## src/rtl/flash_id_pkg.sv

```systemverilog
// Shared constants and the sequencer state type for the flash identification probe.
// Assumes a byte-wide flash whose command codes and identifiers are fixed.
package flash_id_pkg;

    localparam logic [7:0] CMD_IDENTIFY   = 8'h90;
    localparam logic [7:0] CMD_ARRAY_READ = 8'hFF;
    localparam logic [7:0] MFR_WIDE_ID    = 8'hB0;   // manufacturer byte that moves the device byte to offset 2

    typedef enum logic [2:0] {
        ST_IDLE,
        ST_CMD,
        ST_WAIT,
        ST_RD_HI,
        ST_CAP_HI,
        ST_RD_LO,
        ST_CAP_LO,
        ST_RESTORE
    } probe_state_t;

endpackage

```

## src/rtl/probe_wait_timer.sv

```systemverilog
// Settling-time counter: counts LIMIT cycles while run is high and pulses expired on the last one.
// Assumes LIMIT >= 1; the count restarts from zero whenever run drops.
module probe_wait_timer #(
    parameter int LIMIT = 1500
) (
    input  logic clk,
    input  logic rst_n,
    input  logic run,
    output logic expired
);
    localparam int CNT_W = (LIMIT > 1) ? $clog2(LIMIT) : 1;

    logic [CNT_W-1:0] cnt;

    assign expired = run && (cnt == CNT_W'(LIMIT - 1));

    // Advance the count while running; hold at zero otherwise.
    always_ff @(posedge clk) begin
        if (!rst_n || !run) begin
            cnt <= '0;
        end else if (!expired) begin
            cnt <= cnt + 1'b1;
        end
    end

    AST_TIMER_NO_OVERFLOW: assert property (@(posedge clk) disable iff (!rst_n)
        int'(cnt) < LIMIT);

endmodule

```

## src/rtl/probe_sequencer.sv

```systemverilog
// Bus sequencer for the probe: identify write, settle, two byte reads, restore write.
// Assumes single-cycle write strobes and read data valid one cycle after the read strobe.
module probe_sequencer
    import flash_id_pkg::*;
#(
    parameter int          ADDR_W  = 22,
    parameter logic [31:0] CMD_OFS = 32'h8000
) (
    input  logic              clk,
    input  logic              rst_n,
    input  logic              start,
    input  logic              wait_done,
    input  logic [7:0]        rdata,
    output logic              idle,
    output logic              wait_run,
    output logic              finish,
    output logic [ADDR_W-1:0] bus_addr,
    output logic [7:0]        bus_wdata,
    output logic              bus_wr,
    output logic              bus_rd,
    output logic [7:0]        hi_byte,
    output logic [7:0]        lo_byte
);
    probe_state_t state, state_nx;
    logic [ADDR_W-1:0] lo_addr;

    assign idle     = (state == ST_IDLE);
    assign wait_run = (state == ST_WAIT);
    assign finish   = (state == ST_RESTORE);
    assign lo_addr  = (hi_byte == MFR_WIDE_ID) ? ADDR_W'(2) : ADDR_W'(1);

    // Next-state selection for the fixed probe sequence.
    always_comb begin
        state_nx = state;
        unique case (state)
            ST_IDLE:    if (start) state_nx = ST_CMD;
            ST_CMD:     state_nx = ST_WAIT;
            ST_WAIT:    if (wait_done) state_nx = ST_RD_HI;
            ST_RD_HI:   state_nx = ST_CAP_HI;
            ST_CAP_HI:  state_nx = ST_RD_LO;
            ST_RD_LO:   state_nx = ST_CAP_LO;
            ST_CAP_LO:  state_nx = ST_RESTORE;
            ST_RESTORE: state_nx = ST_IDLE;
            default:    state_nx = ST_IDLE;
        endcase
    end

    // Bus strobes, address and command byte decoded from the current state.
    always_comb begin
        bus_wr    = 1'b0;
        bus_rd    = 1'b0;
        bus_addr  = '0;
        bus_wdata = 8'h00;
        unique case (state)
            ST_CMD: begin
                bus_wr    = 1'b1;
                bus_addr  = ADDR_W'(CMD_OFS);
                bus_wdata = CMD_IDENTIFY;
            end
            ST_RD_HI: bus_rd = 1'b1;
            ST_RD_LO: begin
                bus_rd   = 1'b1;
                bus_addr = lo_addr;
            end
            ST_RESTORE: begin
                bus_wr    = 1'b1;
                bus_addr  = ADDR_W'(CMD_OFS);
                bus_wdata = CMD_ARRAY_READ;
            end
            default: ;
        endcase
    end

    // State register.
    always_ff @(posedge clk) begin
        if (!rst_n) state <= ST_IDLE;
        else        state <= state_nx;
    end

    // Capture each ID byte in the cycle after its read strobe.
    always_ff @(posedge clk) begin
        if (!rst_n) begin
            hi_byte <= 8'h00;
            lo_byte <= 8'h00;
        end else begin
            if (state == ST_CAP_HI) hi_byte <= rdata;
            if (state == ST_CAP_LO) lo_byte <= rdata;
        end
    end

    AST_STROBE_EXCLUSIVE: assert property (@(posedge clk) disable iff (!rst_n)
        !(bus_wr && bus_rd));

endmodule

```

## src/rtl/probe_id_decode.sv

```systemverilog
// Identifier decoder: matches the 16-bit identifier against the two known parts.
// Assumes exactly two supported capacities; anything else is reported as unknown.
module probe_id_decode #(
    parameter logic [15:0] ID_SMALL = 16'h89A6,
    parameter logic [15:0] ID_LARGE = 16'hB0D4
) (
    input  logic [15:0] ident,
    output logic        is_large,
    output logic        unknown
);
    // Compare against each supported identifier.
    always_comb begin
        is_large = (ident == ID_LARGE);
        unknown  = !(is_large || (ident == ID_SMALL));
    end

endmodule

```

## src/rtl/flash_id_probe.sv

```systemverilog
// Top of the flash identification probe: sequencer, settling timer, decoder and result registers.
// Assumes start pulses last one cycle; results hold until the next accepted start.
module flash_id_probe
    import flash_id_pkg::*;
#(
    parameter int          CLK_HZ   = 100_000_000,
    parameter int          WAIT_US  = 15,
    parameter int          ADDR_W   = 22,
    parameter logic [31:0] CMD_OFS  = 32'h8000,
    parameter logic [15:0] ID_SMALL = 16'h89A6,
    parameter logic [15:0] ID_LARGE = 16'hB0D4
) (
    input  logic              clk,
    input  logic              rst_n,
    input  logic              start,
    output logic [ADDR_W-1:0] bus_addr,
    output logic [7:0]        bus_wdata,
    input  logic [7:0]        bus_rdata,
    output logic              bus_wr,
    output logic              bus_rd,
    output logic              done,
    output logic [15:0]       id,
    output logic              size_sel,
    output logic              id_error
);
    localparam int WAIT_CYC = (CLK_HZ / 1_000_000) * WAIT_US;

    logic       idle, wait_run, wait_done, finish;
    logic [7:0] hi_byte, lo_byte;
    logic       is_large, unknown;

    probe_sequencer #(.ADDR_W(ADDR_W), .CMD_OFS(CMD_OFS)) u_seq (
        .clk(clk), .rst_n(rst_n), .start(start), .wait_done(wait_done),
        .rdata(bus_rdata), .idle(idle), .wait_run(wait_run), .finish(finish),
        .bus_addr(bus_addr), .bus_wdata(bus_wdata), .bus_wr(bus_wr), .bus_rd(bus_rd),
        .hi_byte(hi_byte), .lo_byte(lo_byte)
    );

    probe_wait_timer #(.LIMIT(WAIT_CYC)) u_timer (
        .clk(clk), .rst_n(rst_n), .run(wait_run), .expired(wait_done)
    );

    probe_id_decode #(.ID_SMALL(ID_SMALL), .ID_LARGE(ID_LARGE)) u_dec (
        .ident({hi_byte, lo_byte}), .is_large(is_large), .unknown(unknown)
    );

    // Result registers: cleared by an accepted start, loaded on the restore write.
    always_ff @(posedge clk) begin
        if (!rst_n || (start && idle)) begin
            done     <= 1'b0;
            id       <= 16'h0000;
            size_sel <= 1'b0;
            id_error <= 1'b0;
        end else if (finish) begin
            done     <= 1'b1;
            id       <= {hi_byte, lo_byte};
            size_sel <= is_large;
            id_error <= unknown;
        end
    end

    AST_RESULT_HOLD: assert property (@(posedge clk) disable iff (!rst_n)
        (done && !start) |=> (done && $stable(id) && $stable(size_sel) && $stable(id_error)));

    AST_ERR_NOT_SIZED: assert property (@(posedge clk) disable iff (!rst_n)
        done |-> !(id_error && size_sel));

    AST_DONE_AFTER_RESTORE: assert property (@(posedge clk) disable iff (!rst_n)
        $rose(done) |-> ($past(bus_wr) && $past(bus_wdata) == CMD_ARRAY_READ));

endmodule

```

## config.mk

```make
export PLATFORM = sky130hd
export DESIGN_NAME = flash_id_probe
export DESIGN_NICKNAME = d
export VERILOG_FILES = /design/src/rtl/flash_id_pkg.sv /design/src/rtl/probe_wait_timer.sv /design/src/rtl/probe_sequencer.sv /design/src/rtl/probe_id_decode.sv /design/src/rtl/flash_id_probe.sv
export SDC_FILE = /design/constraint.sdc
export NUM_CORES = 1
export LEC_CHECK = 0
export ABC_AREA = 1
export BUFFER_PORTS_ARGS = -buffer_cell sky130_fd_sc_hd__buf_4
export CAP_MARGIN = 0
export CORE_MARGIN = 4
export CORE_UTILIZATION = 45
export CTS_CLUSTER_SIZE = 20
export DETAILED_ROUTE_END_ITERATION = 8
export HOLD_SLACK_MARGIN = 0.15
export PLACE_DENSITY = 0.77
export SLEW_MARGIN = 20
export SYNTH_ARGS = -nofsm -noshare
export SYNTH_HDL_FRONTEND = slang
export SYNTH_SLANG_ARGS = --single-unit
```

## constraint.sdc

```tcl
create_clock -name clk -period 1.6 [get_ports clk]
set_input_delay 0.32 -clock clk [delete_from_list [all_inputs] [get_ports clk]]
set_output_delay 0.32 -clock clk [all_outputs]
set_load 0.01 [all_outputs]
```

After elaboration in Yosys (flattened, before gate mapping)
Cells that the tools add are included.
- register bits: 49
- logic and storage cells: 42
- input bits: 11
- reductions and logical operators: 12
- multiplexer cells: 8
- equality and inequality tests: 13
- add/sub/neg operators: 1
- operators with widths (operator ; count):
    case mux 22 bit (2 select lines) ; 1
    equality test 16 bit (second input constant) ; 2
    case mux 3 bit (8 select lines) ; 1
    case mux 8 bit (2 select lines) ; 1
    equality test 3 bit (second input constant) ; 4
    adder 11 x 1 -> 11 bit (second input constant) ; 1
    equality test 11 bit (second input constant) ; 1
    equality test 8 bit (second input constant) ; 1
    equality test 3 x 2 -> 1 bit (second input constant) ; 2
    two-way mux 3 bit ; 2
    != test 2 bit (second input constant) ; 2
    OR reduction 2 bit ; 2
    equality test 3 x 1 -> 1 bit (second input constant) ; 1
    logical NOT 1 bit ; 3
    logical NOT 3 bit ; 1
    logical OR 1 bit ; 3
    logical AND 1 bit ; 2
    two-way mux 1 bit ; 2
    two-way mux 2 bit ; 1
    AND reduction 2 bit ; 1

Longest topological paths before layout
- depth after elaboration: 4
- mapped depth: 7
- gate-level depth less buffers: 7

Cells and area by module
Synthesis repeated with hierarchy kept, for this count alone.
- cells, all modules: 388
- area, all modules: 2591.2 um^2
- modules (own cells, without submodules) (module ; instances ; cells each ; area an instance (um^2)):
    probe_sequencer ; 1 ; 174 ; 1127.3
    flash_id_probe ; 1 ; 82 ; 710.7
    probe_wait_timer ; 1 ; 96 ; 614.3
    probe_id_decode ; 1 ; 36 ; 138.9

Worst setup path before layout
No wires, ideal clock.
- kind: flip-flop to output port
- start point: reg u_seq.state[0]
- end point: out bus_wdata[4]
- path slack: 0.191 ns
- arrival time: 1.089 ns
- data required time: 1.280 ns
- cell stages (with the launch flop): 7
- cells stage by stage: dfxtp_1 > nand2_1 > nor2_4 > inv_1 > buf_2 > nand2_1 > buf_4
- word-level cells in the longest chain between the ends: 2
- RTL lines (element ; RTL line ; RTL):
    from (decl) ; probe_sequencer.sv:24 ; probe_state_t state, state_nx;
    from (signal assigned) ; probe_sequencer.sv:77 ; else state <= state_nx;
    equality test 3 bit / equality test 3 x 1 -> 1 bit (equally long branches) ; probe_sequencer.sv:54 ; unique case (state)
    case mux 8 bit (2 select lines) (*) ; probe_sequencer.sv:54 ;
    to (decl) ; flash_id_probe.sv:17 ; output logic [7:0] bus_wdata,
Every way passes the cells marked *; elsewhere a longest branch is shown, timed or not.

Final worst setup path
- start point: reg u_seq.hi_byte[7]
- end point: out bus_addr[1]
- word-level cells in the longest chain between the ends: 3
- RTL lines (element ; RTL line ; RTL):
    from (decl) ; probe_sequencer.sv:21 ; output logic [7:0] hi_byte,
    from (signal assigned) ; probe_sequencer.sv:86 ; if (state == ST_CAP_HI) hi_byte <= rdata;
    equality test 8 bit ; probe_sequencer.sv:30 ; assign lo_addr = (hi_byte == MFR_WIDE_ID) ? ADDR_W'(2) : ADDR_W'(1);
    two-way mux 2 bit ; probe_sequencer.sv:30 ;
    case mux 22 bit (2 select lines) ; probe_sequencer.sv:54 ;
    to (decl) ; flash_id_probe.sv:16 ; output logic [ADDR_W-1:0] bus_addr,
No other way between the ends.

==> results by group <==
Clock tree
  – CTS tree: done
  – Clk Latency, worst-skew pair: 0.30 ns
  – Total CTS buffers: 5
  – Hold buffer count at CTS: 0
  – H-tree levels: 2
  – CTS max path bufs: 2
  – Root Buffer: clkbuf_8
  – CTS clk-pin slew, worst paths: 0.09 ns
  – Clk sink count: 49

Worst setup path
  – Critical path capture point: bus_addr[1]
  – Critical Path Start Type: flop
  – R2R depth: 6
  – CP max-delay cell: dfxtp_2
  – Reg2reg end: u_timer.cnt[1]
  – CP max FO: 2
  – WP data required: 1.28 ns
  – Arrival @ worst endpoint: 1.26 ns
  – Crit end category: output port
  – CP Class: flop to output port
  – Critical-path cell list: inv_2 -> nor2_4 -> nand2_2 -> nor3_2 -> buf_4
  – Critical path origin: u_seq.hi_byte[7]
  – R2R Path Start: u_timer.cnt[0]
  – Max incr delay on CP: 0.34 ns
  – R2R Setup Slk: 0.13 ns

GRT
  – Vias in the first global route: 1842
  – First-pass GRT wire length: 8.10 mm
  – Pin count of the biggest net entering global routing: 21
  – Grt total ovfl: 0
  – Tot GR Track Use: 16.2%
  – Initial antenna violation count: 0

Die
  – Die H: 78.8 um
  – Die area: 6210 um^2
  – DIE WIDTH: 78.8 um
  – Rows: 25
  – I/O Pins: 62
  – Placeable Area: 4790 um^2
  – Initial Util: 47.2%

Yosys
  – Area leader, netlist: dfxtp_1
  – Synth Instances: 312
  – Post-synthesis cell type count: 26
  – Post-synthesis cell area: 2260 um^2
  – Post-synth top cells: nand2_1, dfxtp_1, a21oi_1
  – Asr flop ratio synth: 0%
  – Post-Syn Area per Cell: 7.23 um^2
  – Number of synthesized flops with an enable pin: 0
  – Seq cells post-synth: 49
  – Sequential share of the synthesized area: 43.5%
  – Post-synth top area share: 43.5%
  – Synth top area cells: dfxtp_1, nand2_1, buf_4
  – YS warnings: 0
  – Most frequent cell after synthesis: nand2_1
  – Top FF cell, synth: dfxtp_1

Route
  – Routed wire per std cell: 11.4 um
  – Initial DRC Count: 133
  – Vias: 1983
  – Final WL: 4.79 mm
  – Post-DRT Antenna Nets: 0
  – Pre-antenna DRT Iters: 4
  – Vias per std cell: 4.74
  – # DRC: 0

Timing
  – Max Slew Vio Count: 0
  – Final period utilization: 98.6%
  – F_max: 0.634 GHz
  – Min Tclk post-route: 1.58 ns
  – Min Hold Slack: 0.283 ns
  – Setup violations, final: 0
  – RSZ-0062 raised after global routing: true
  – Final hold vios: 0
  – Clock Skews: 0.00943 ns
  – Setup WS post-layout: 0.0231 ns

Cells and area
  – Layout Nets: 362
  – Fillcell total: 454
  – P&R area growth vs syn: 19.3%
  – N_diodes: 0
  – Layout cell share with drive strength beyond 1: 23.4%
  – Post-layout utilization of the core: 56.3%

Hold path
  – Hold Path Depth: 3
  – Worst min path class: input port to flop

Pwr
  – Cell area power density: 953 nW/um^2
  – Leakage: 1.10 nW
  – Power consumption: 0.00257 W
  – Peak VDD IR: 0.433 mV

Place
  – Pre-CTS setup slack: 0.0116 ns
  – Port bufs: 42
  – Post-DP HPWL: 3.61 mm
  – Placer Congestion: 0.930

Job
  – MaxCap Viol Count: 0

Status
  – Status: complete, no violations
==> worst min-delay path by stage <==
stage                                start               end  slack [ns]
after global routing          bus_rdata[4]  u_seq.hi_byte[4]        0.29
after CTS                     bus_rdata[6]  u_seq.hi_byte[6]        0.29
final                         bus_rdata[5]  u_seq.hi_byte[5]        0.28
after global placement                done              done        0.43
after floorplan           u_seq.lo_byte[3]  u_seq.lo_byte[3]        0.44
after detailed placement              done              done        0.44
==> flip-flops by register name, indices dropped and copies added (netlist names) <==
register and count:
u_seq.hi_byte 8, done 1, u_seq.lo_byte 8, u_timer.cnt 11
id_error 1, size_sel 1, id 16, u_seq.state 3
==> placed cells by master (no fill, tap or decap), types with 3 or more instances in the layout <==
| cell type | instances |
|---|---|
| nor2_2 | 3 |
| inv_1 | 30 |
| buf_4 | 48 |
| nand3_1 | 9 |
| inv_2 | 3 |
| nand2_2 | 4 |
| dfxtp_1 | 42 |
| dfxtp_2 | 6 |
| clkbuf_8 | 5 |
| nor2_1 | 30 |
| o21ai_0 | 21 |
| a21oi_1 | 40 |
| nor3_1 | 4 |
| nand2_1 | 65 |
| conb_1 | 19 |
| nor3_2 | 3 |
==> worst max-delay path: cells and delay by family, from the launching register on <==
| kind | cells | cell delay, ns |
|---|---|---|
| buf+inv | 2 | 0.21 |
| flops | 1 | 0.34 |
| simple gates | 3 | 0.41 |
==> report_power, final <==
group | switching (W) | internal [W] | total [W]
combinational | 0.000162 | 0.0000913 | 0.000253
sequential | 0.0000354 | 0.00125 | 0.00129
clock | 0.000405 | 0.000621 | 0.00103
total | 0.000602 | 0.00196 | 0.00257
==> metrics by stage <==
stage | cell area, um^2 | setup TNS, ns | std cells
finish | 2690 | 0 | 418
global route | 2690 | -0.0413 | 418
CTS | 2670 | 0 | 418
detailed placement | 2510 | 0 | 408
global placement | 2510 | 0 | 408
floorplan | 2320 | 0 | 330
==> metal layers <==
metal / track usage [%] / part of all wire (%)
met1: 20.4 / 46
met2: 25.6 / 45
met3: 4.54 / 7.4
met4: 7.90 / 2.3
met5: 0 / 0
==> cell type report <==
class                      instances  area, um^2  share of cell area [%]
multi-input combinational        213         998                    37.1
timing repair buffer              48         360                    13.4
sequential                        49         992                    36.8
tap                               67        83.8                    3.11
clock buffer                       5        68.8                    2.56
clock inverter                     3        65.1                    2.42
inverter                          33         124                    4.60
==> kinds of logic (layout without fill, tap and decap cells) <==
group	count (synthesis)	after routing	synth area share, %
buffers and inverters	68	89	16.4
flip-flops	49	49	43.5
other	1	19	0.166
AND/OR/NAND/NOR	129	129	24.8
XOR/XNOR	1	1	0.388
AO/OA/AOI/OAI	63	63	14.2
adder cells (fa/ha/maj)	1	1	0.554
==> what timing repair did <==
| item | 4_1_cts | 5_1_grt |
|---|---|---|
| pin swaps | 1 | 3 |
| setup buffers | 2 | 0 |
| resized for setup | 4 | 12 |
| endpoints found under the setup margin | 6 | 13 |
Power figures use the tool's default switching activity.
